`config.mk`:
```
export PLATFORM = sky130hd
export DESIGN_NAME = mdio_master
export DESIGN_NICKNAME = d
export VERILOG_FILES = /design/src/rtl/mdio_pkg.sv /design/src/rtl/mdio_clkgen.sv /design/src/rtl/mdio_engine.sv /design/src/rtl/mdio_master.sv
export SDC_FILE = /design/constraint.sdc
export NUM_CORES = 1
export LEC_CHECK = 0
export ABC_AREA = 1
export CAP_MARGIN = 5
export CORE_UTILIZATION = 24
export CTS_CLUSTER_DIAMETER = 80
export DETAILED_ROUTE_END_ITERATION = 12
export DONT_BUFFER_PORTS = 1
export HOLD_SLACK_MARGIN = 0.03
export SKIP_LAST_GASP = 1
export SLEW_MARGIN = 30
export SYNTH_ARGS = -nofsm -noshare
export SYNTH_HDL_FRONTEND = slang
export SYNTH_SLANG_ARGS = --single-unit
```
`constraint.sdc`:
```
create_clock -name clk -period 2.1 [get_ports clk]
set_input_delay 0.42 -clock clk [delete_from_list [all_inputs] [get_ports clk]]
set_output_delay 0.42 -clock clk [all_outputs]
set_load 0.01 [all_outputs]
```
`src/rtl/mdio_pkg.sv`:
```
package mdio_pkg;
    localparam int BYTE_W     = 8;
    localparam int WORD_W     = 32;
    localparam int ADDR_W     = 5;
    localparam int DATA_W     = 16;
    localparam int GO_BIT     = 31;
    localparam int WR_BIT     = 26;
    localparam int PHY_LSB    = 21;
    localparam int REG_LSB    = 16;
    localparam int PRE_BITS   = 32;
    localparam int TA_FIRST   = 46;
    localparam int DATA_FIRST = 48;
    localparam int FRAME_BITS = 64;
    localparam int IDX_W      = $clog2(FRAME_BITS);

    typedef enum logic [2:0] {
        S_IDLE,
        S_ARM,
        S_PRE,
        S_HDR,
        S_TA,
        S_DATA,
        S_DONE
    } mdio_state_e;
endpackage

```
`src/rtl/mdio_clkgen.sv`:
```
module mdio_clkgen #(
    parameter int MDC_HALF = 4
) (
    input  logic clk,
    input  logic rst_n,
    output logic mdc,
    output logic rise_stb,
    output logic fall_stb
);
    localparam int CW = (MDC_HALF > 1) ? $clog2(MDC_HALF) : 1;

    logic [CW-1:0] cnt;
    logic          tick;

    assign tick     = (cnt == CW'(MDC_HALF - 1));
    assign rise_stb = tick & ~mdc;
    assign fall_stb = tick & mdc;

    always_ff @(posedge clk or negedge rst_n) begin
        if (!rst_n) begin
            cnt <= '0;
            mdc <= 1'b0;
        end else if (tick) begin
            cnt <= '0;
            mdc <= ~mdc;
        end else begin
            cnt <= cnt + 1'b1;
        end
    end


    mdc_rise_chk: assert property (@(posedge clk) disable iff (!rst_n)
        rise_stb |=> mdc);

    mdc_fall_chk: assert property (@(posedge clk) disable iff (!rst_n)
        fall_stb |=> !mdc);
endmodule

```
`src/rtl/mdio_engine.sv`:
```
module mdio_engine
    import mdio_pkg::*;
(
    input  logic              clk,
    input  logic              rst_n,
    input  logic              rise_stb,
    input  logic              fall_stb,
    input  logic              start,
    input  logic              is_wr,
    input  logic [ADDR_W-1:0] phy_ad,
    input  logic [ADDR_W-1:0] reg_ad,
    input  logic [DATA_W-1:0] wdata,
    input  logic              mdio_i,
    output logic              mdio_o,
    output logic              mdio_oe,
    output logic              done,
    output logic [DATA_W-1:0] rd_data,
    output logic              rd_ok
);
    mdio_state_e       state, state_nx;
    logic [IDX_W-1:0]  idx;
    logic [IDX_W-1:0]  idx_nx;
    logic              busy;
    logic              last;
    logic [WORD_W-1:0] tx;
    logic              wr_q;
    logic [DATA_W-1:0] rx;
    logic              ta_ok;

    assign idx_nx = idx + 1'b1;
    assign busy   = (state == S_PRE) || (state == S_HDR) ||
                    (state == S_TA) || (state == S_DATA);
    assign last   = (idx == IDX_W'(FRAME_BITS - 1));

    function automatic mdio_state_e phase_of(input logic [IDX_W-1:0] i);
        if (int'(i) < PRE_BITS)        return S_PRE;
        else if (int'(i) < TA_FIRST)   return S_HDR;
        else if (int'(i) < DATA_FIRST) return S_TA;
        else                           return S_DATA;
    endfunction

    always_comb begin
        state_nx = state;
        unique case (state)
            S_IDLE: if (start) state_nx = S_ARM;
            S_ARM:  if (fall_stb) state_nx = S_PRE;
            S_PRE, S_HDR, S_TA, S_DATA:
                if (fall_stb) state_nx = last ? S_DONE : phase_of(idx_nx);
            S_DONE: state_nx = S_IDLE;
            default: state_nx = S_IDLE;
        endcase
    end

    // State register and frame bit index
    always_ff @(posedge clk or negedge rst_n) begin
        if (!rst_n) begin
            state <= S_IDLE;
            idx   <= '0;
        end else begin
            state <= state_nx;
            if (state == S_ARM && fall_stb) idx <= '0;
            else if (busy && fall_stb)      idx <= idx_nx;
        end
    end

    // Outputs, shift registers and sampling
    always_ff @(posedge clk or negedge rst_n) begin
        if (!rst_n) begin
            mdio_o  <= 1'b1;
            mdio_oe <= 1'b0;
            tx      <= '0;
            wr_q    <= 1'b0;
            rx      <= '0;
            ta_ok   <= 1'b0;
        end else begin
            if (state == S_IDLE && start) begin
                tx    <= {2'b01, is_wr ? 2'b01 : 2'b10, phy_ad, reg_ad,
                          2'b10, is_wr ? wdata : {DATA_W{1'b0}}};
                wr_q  <= is_wr;
                ta_ok <= 1'b0;
            end
            if (fall_stb) begin
                if (state == S_ARM) begin
                    mdio_o  <= 1'b1;
                    mdio_oe <= 1'b1;
                end else if (busy) begin
                    if (last) begin
                        mdio_o  <= 1'b1;
                        mdio_oe <= 1'b0;
                    end else begin
                        if (int'(idx_nx) >= PRE_BITS) begin
                            mdio_o <= tx[WORD_W-1];
                            tx     <= tx << 1;
                        end
                        mdio_oe <= wr_q || (int'(idx_nx) < TA_FIRST);
                    end
                end
            end
            if (rise_stb) begin
                if (state == S_TA && idx == IDX_W'(TA_FIRST + 1))
                    ta_ok <= !mdio_i;
                if (state == S_DATA)
                    rx <= {rx[DATA_W-2:0], mdio_i};
            end
        end
    end

    assign done    = (state == S_DONE);
    assign rd_data = rx;
    assign rd_ok   = ta_ok;


    out_edge_chk: assert property (@(posedge clk) disable iff (!rst_n)
        !$past(fall_stb) |-> ($stable(mdio_o) && $stable(mdio_oe)));

    rd_release_chk: assert property (@(posedge clk) disable iff (!rst_n)
        ((state == S_TA || state == S_DATA) && !wr_q) |-> !mdio_oe);

    wr_drive_chk: assert property (@(posedge clk) disable iff (!rst_n)
        ((state == S_TA || state == S_DATA) && wr_q) |-> mdio_oe);
endmodule

```
`src/rtl/mdio_master.sv`:
```
module mdio_master
    import mdio_pkg::*;
#(
    parameter int MDC_HALF = 4
) (
    input  logic        clk,
    input  logic        rst_n,
    input  logic        reg_wr,
    input  logic [2:0]  reg_addr,
    input  logic [7:0]  reg_wdata,
    output logic [7:0]  reg_rdata,
    output logic        mdc,
    input  logic        mdio_i,
    output logic        mdio_o,
    output logic        mdio_oe
);
    logic [WORD_W-1:0] cmd_q;
    logic [WORD_W-1:0] sts_q;
    logic [WORD_W-1:0] launch_word;
    logic              rise_stb, fall_stb;
    logic              start, done, rd_ok;
    logic [DATA_W-1:0] rd_data;
    logic              cmd_wr;

    assign cmd_wr      = reg_wr && !reg_addr[2] && !cmd_q[GO_BIT];
    assign start       = cmd_wr && (reg_addr[1:0] == 2'd3) && reg_wdata[7];
    assign launch_word = {reg_wdata, cmd_q[WORD_W-BYTE_W-1:0]};

    mdio_clkgen #(.MDC_HALF(MDC_HALF)) u_clkgen (
        .clk      (clk),
        .rst_n    (rst_n),
        .mdc      (mdc),
        .rise_stb (rise_stb),
        .fall_stb (fall_stb)
    );

    mdio_engine u_engine (
        .clk      (clk),
        .rst_n    (rst_n),
        .rise_stb (rise_stb),
        .fall_stb (fall_stb),
        .start    (start),
        .is_wr    (launch_word[WR_BIT]),
        .phy_ad   (launch_word[PHY_LSB +: ADDR_W]),
        .reg_ad   (launch_word[REG_LSB +: ADDR_W]),
        .wdata    (launch_word[DATA_W-1:0]),
        .mdio_i   (mdio_i),
        .mdio_o   (mdio_o),
        .mdio_oe  (mdio_oe),
        .done     (done),
        .rd_data  (rd_data),
        .rd_ok    (rd_ok)
    );

    always_ff @(posedge clk or negedge rst_n) begin
        if (!rst_n) begin
            cmd_q <= '0;
            sts_q <= '0;
        end else begin
            if (cmd_wr)
                cmd_q[reg_addr[1:0]*BYTE_W +: BYTE_W] <= reg_wdata;
            if (done) begin
                cmd_q[GO_BIT] <= 1'b0;
                if (!cmd_q[WR_BIT])
                    sts_q <= {rd_ok, {(WORD_W-DATA_W-1){1'b0}}, rd_data};
            end
        end
    end

    assign reg_rdata = reg_addr[2] ? sts_q[reg_addr[1:0]*BYTE_W +: BYTE_W]
                                   : cmd_q[reg_addr[1:0]*BYTE_W +: BYTE_W];


    cmd_hold_chk: assert property (@(posedge clk) disable iff (!rst_n)
        (cmd_q[GO_BIT] && !done) |=> $stable(cmd_q));

    go_clear_chk: assert property (@(posedge clk) disable iff (!rst_n)
        $fell(cmd_q[GO_BIT]) |-> $past(done));

    sts_idle_chk: assert property (@(posedge clk) disable iff (!rst_n)
        !$past(done) |-> $stable(sts_q));

    sts_wr_chk: assert property (@(posedge clk) disable iff (!rst_n)
        ($past(done) && $past(cmd_q[WR_BIT])) |-> $stable(sts_q));
endmodule

```
==> results.cfg <==
[global_route]
grt_overflow = 0
grt_usage_pct = 12.53
grt_pass1_wl_mm = 22.60
grt_pass1_vias = 4293
antenna_found_initial = 0
grt_max_degree = 114

[job]
cap_violations = 0

[pwr]
p_switching_w = 0.001056
ir_worst_vdd_v = 0.0004773
clkPwrFrac_pct = 55.1
power_frac_seq_pct = 42.3
p_leak_nw = 3.053
switching_share_pct = 20.39
combPwrFrac_pct = 2.6
power_density_mw_per_mm2 = 806.9
p_int_w = 0.004123

[timing]
fmax_mhz = 502.7
maxSlewHeadroom_pct = 49.40
finalMaxSlewViolations = 0
worst_slack_ps = 110.6
min_period_over_period_pct = 94.73
rsz0062_at_grt = false
finalSetupViolCount = 0
hold_viol_final = 113
fin_skew_ps = 5.900
post-route-min-period_ps = 1989
setup_tns_ps = 0
worstMarginPinSlew_ps = 758.2
holdWs_ps = -299.7

[floorplanning]
die_h_um = 152.7
dieArea_sq_mm = 0.02333
core_sq_mm = 0.02203
rows = 54
ioPinCount = 26
fp.dieW_um = 152.7
start_util_pct = 24.76

[worst_setup_path]
cp_max_fo = 2
cp_slowest_stage_delay_ps = 380
critical_path.endpoint_type = output pin
path_cells = inv_1, a21oi_1, o21ai_0, o21ai_0, nand2_1, o21ai_2, buf_4, buf_4
worstSetupStartpointType = flip-flop
worstPathRequired_ps = 1680
critPathArrivalTime_ps = 1570
crit_type = reg -> out
cpMaxStageDelayCell = dfrtp_1

[detailed_routing]
drt_pass1_iterations = 7
vias = 4428
ant_nets = 0
wl_mm = 13.57
drc = 0
drt_iter0_drc = 299
routed_via_density = 4.450
avgRoutedWirePerCell_um = 13.64

[finish]
ff_latch_area_sq_mm = 0.002829
drive_gt1_share_pct = 8.671
layout_common_cells = nand2_1, dfrtp_1, o21ai_0, inv_1, nor2_1
layout.cells.non_filler = 995
fin_nets = 725
fin_area_sq_mm = 0.006419
final_common_cell = nand2_1
nFillCells = 2343
areaGrowthSynthToFinish_pct = 17.69
antenna_cells = 0
multiInputGateArea_sq_mm = 0.002222

[placement]
dp_worst_setup_slack_ps = 81.64
io_buffer_count = 0
dpl-instance-area_sq_mm = 0.005823
place.gp.congestion = 0.8401
hpwl_mm = 9.717
dp_cells = 964

[yosys]
synthesis.area_sq_mm = 0.005454
syn_avg_cell_area_sq_um = 7.814
synthArstFlopShare_pct = 100.0
synth_nets = 720
yosysWarningCount = 0
synth_edf_count = 0
ys_seq_area_share_pct = 51.87
ys_ff_latch = 113
synth-main-ff-cell = dfrtp_1
synthCells = 698
synthDistinctLibCells = 31

[min_path]
min_path_type = in -> async

[clocking]
cts_root_buf = clkbuf_16
cts_tree = done
cts_buffer_depth = 2
clock_latency_ps = 410
cts.sinks = 113
post-cts-setup-buffers = 0
htreeDepth = 4
cts_buffers = 17
path_clk_slew_ps = 50

[outcome]
violations = negative hold slack
status = complete, but fails checks
==> power groups by stage <==
| stage | sequential (W) | clock (W) | combinational [W] |
|---|---|---|---|
| after CTS | 0.00219 | 0.00290 | 0.000135 |
| after detailed placement | 0.00223 | 0 | 0.000134 |
| final | 0.00219 | 0.00285 | 0.000137 |
| after global routing | 0.00219 | 0.00301 | 0.000154 |
| after floorplan | 0.00222 | 0 | 0.0000967 |
| after global placement | 0.00223 | 0 | 0.000134 |
==> logic make-up after synthesis <==
| logic type | after synthesis | share of synthesized area [%] |
|---|---|---|
| compound gates | 146 | 14.34 |
| mux | 1 | 0.2065 |
| simple gates | 325 | 24.23 |
| flops | 113 | 51.87 |
| buf+inv | 106 | 7.754 |
| fa+ha+maj | 7 | 1.606 |
==> Yosys cell counts, types with 2 or more instances <==
master | number | share of area (%)
o22ai_1 | 2 | 0.23
inv_2 | 3 | 0.21
dfrtp_1 | 112 | 51
clkbuf_1 | 21 | 1.4
nand2_1 | 235 | 16
buf_4 | 4 | 0.55
nand3_1 | 33 | 3.0
ha_1 | 7 | 1.6
buf_2 | 8 | 0.73
a21oi_1 | 15 | 1.4
o21ai_1 | 15 | 1.4
o31ai_1 | 16 | 2.2
nor3_1 | 3 | 0.28
o21ai_0 | 95 | 8.7
inv_1 | 68 | 4.7
nor2_2 | 2 | 0.23
nand4_1 | 4 | 0.46
nor2_1 | 42 | 2.9
==> per-stage QoR <==
step                      utilization [%]  power [W]
after CTS                           29.09   0.005221
after floorplan                         -   0.002321
final                               29.14   0.005179
after global placement              26.44   0.002359
after global routing                29.14   0.005352
after detailed placement            26.44   0.002360
==> per-layer routing <==
metal	wire length (um)	vias up	global-route usage, %
li1	-	2259	-
met1	6434	2099	15.92
met2	6224	62	19.24
met3	789	8	4.721
met4	125	0	4.762
met5	0	-	0
==> sequential cells by signal (all words and copies together) (netlist names) <==
signal and cells:
u_engine.rd_data 16, cmd_q 32, sts_q 17, u_clkgen.mdc 1, u_engine.state 3, u_engine.wr_q 1, u_engine.tx 32, u_engine.mdio_o 1
u_engine.rd_ok 1, u_engine.idx 6, u_clkgen.cnt 2, u_engine.mdio_oe 1
==> timing repair <==
item                                   4_1_cts  5_1_grt
endpoints found under the hold margin      113      113
setup endpoints to repair                    0        2
resized for setup                            0        3
==> worst max-delay path, delay by kind of cell (launching register included) <==
kind | cells | cell delay (ps)
AOI/OAI and AO/OA | 4 | 330
buffers and inverters | 3 | 350
DFF | 1 | 380
and+or+nand+nor | 1 | 90
==> worst paths after layout <==
kind / startpoint / to / cells past startpoint / slack (ps)
max: cmd_q[11]$_DFFE_PN0P_ / reg_rdata[3] / 8 / 110
min: rst_n / u_engine.tx[30]$_DFF_PN0_ / 0 / -300
max reg2reg: u_engine.state[1]$_DFFE_PN0P_ / u_engine.tx[28]$_DFF_PN0_ / 8 / 270
min reg2reg: u_clkgen.cnt[0]$_DFF_PN0_ / u_clkgen.cnt[0]$_DFF_PN0_ / 1 / 430
max in group asynchronous: rst_n / u_engine.mdio_o$_DFFE_PN1P_ / 0 / 2180
min in group clk: mdio_i / u_engine.rd_ok$_DFF_PN0_ / 1 / 110
==> area by class of cell <==
class                      instances  share of cell area, %
clock buffer                      26                  7.934
clock inverter                     5                  1.170
inverter                          72                  4.211
multi-input combinational        479                  34.62
sequential                       113                  44.07
tap                              280                  5.458
timing repair buffer              20                  2.534
No activity file was read; power rests on OpenSTA's default activity.
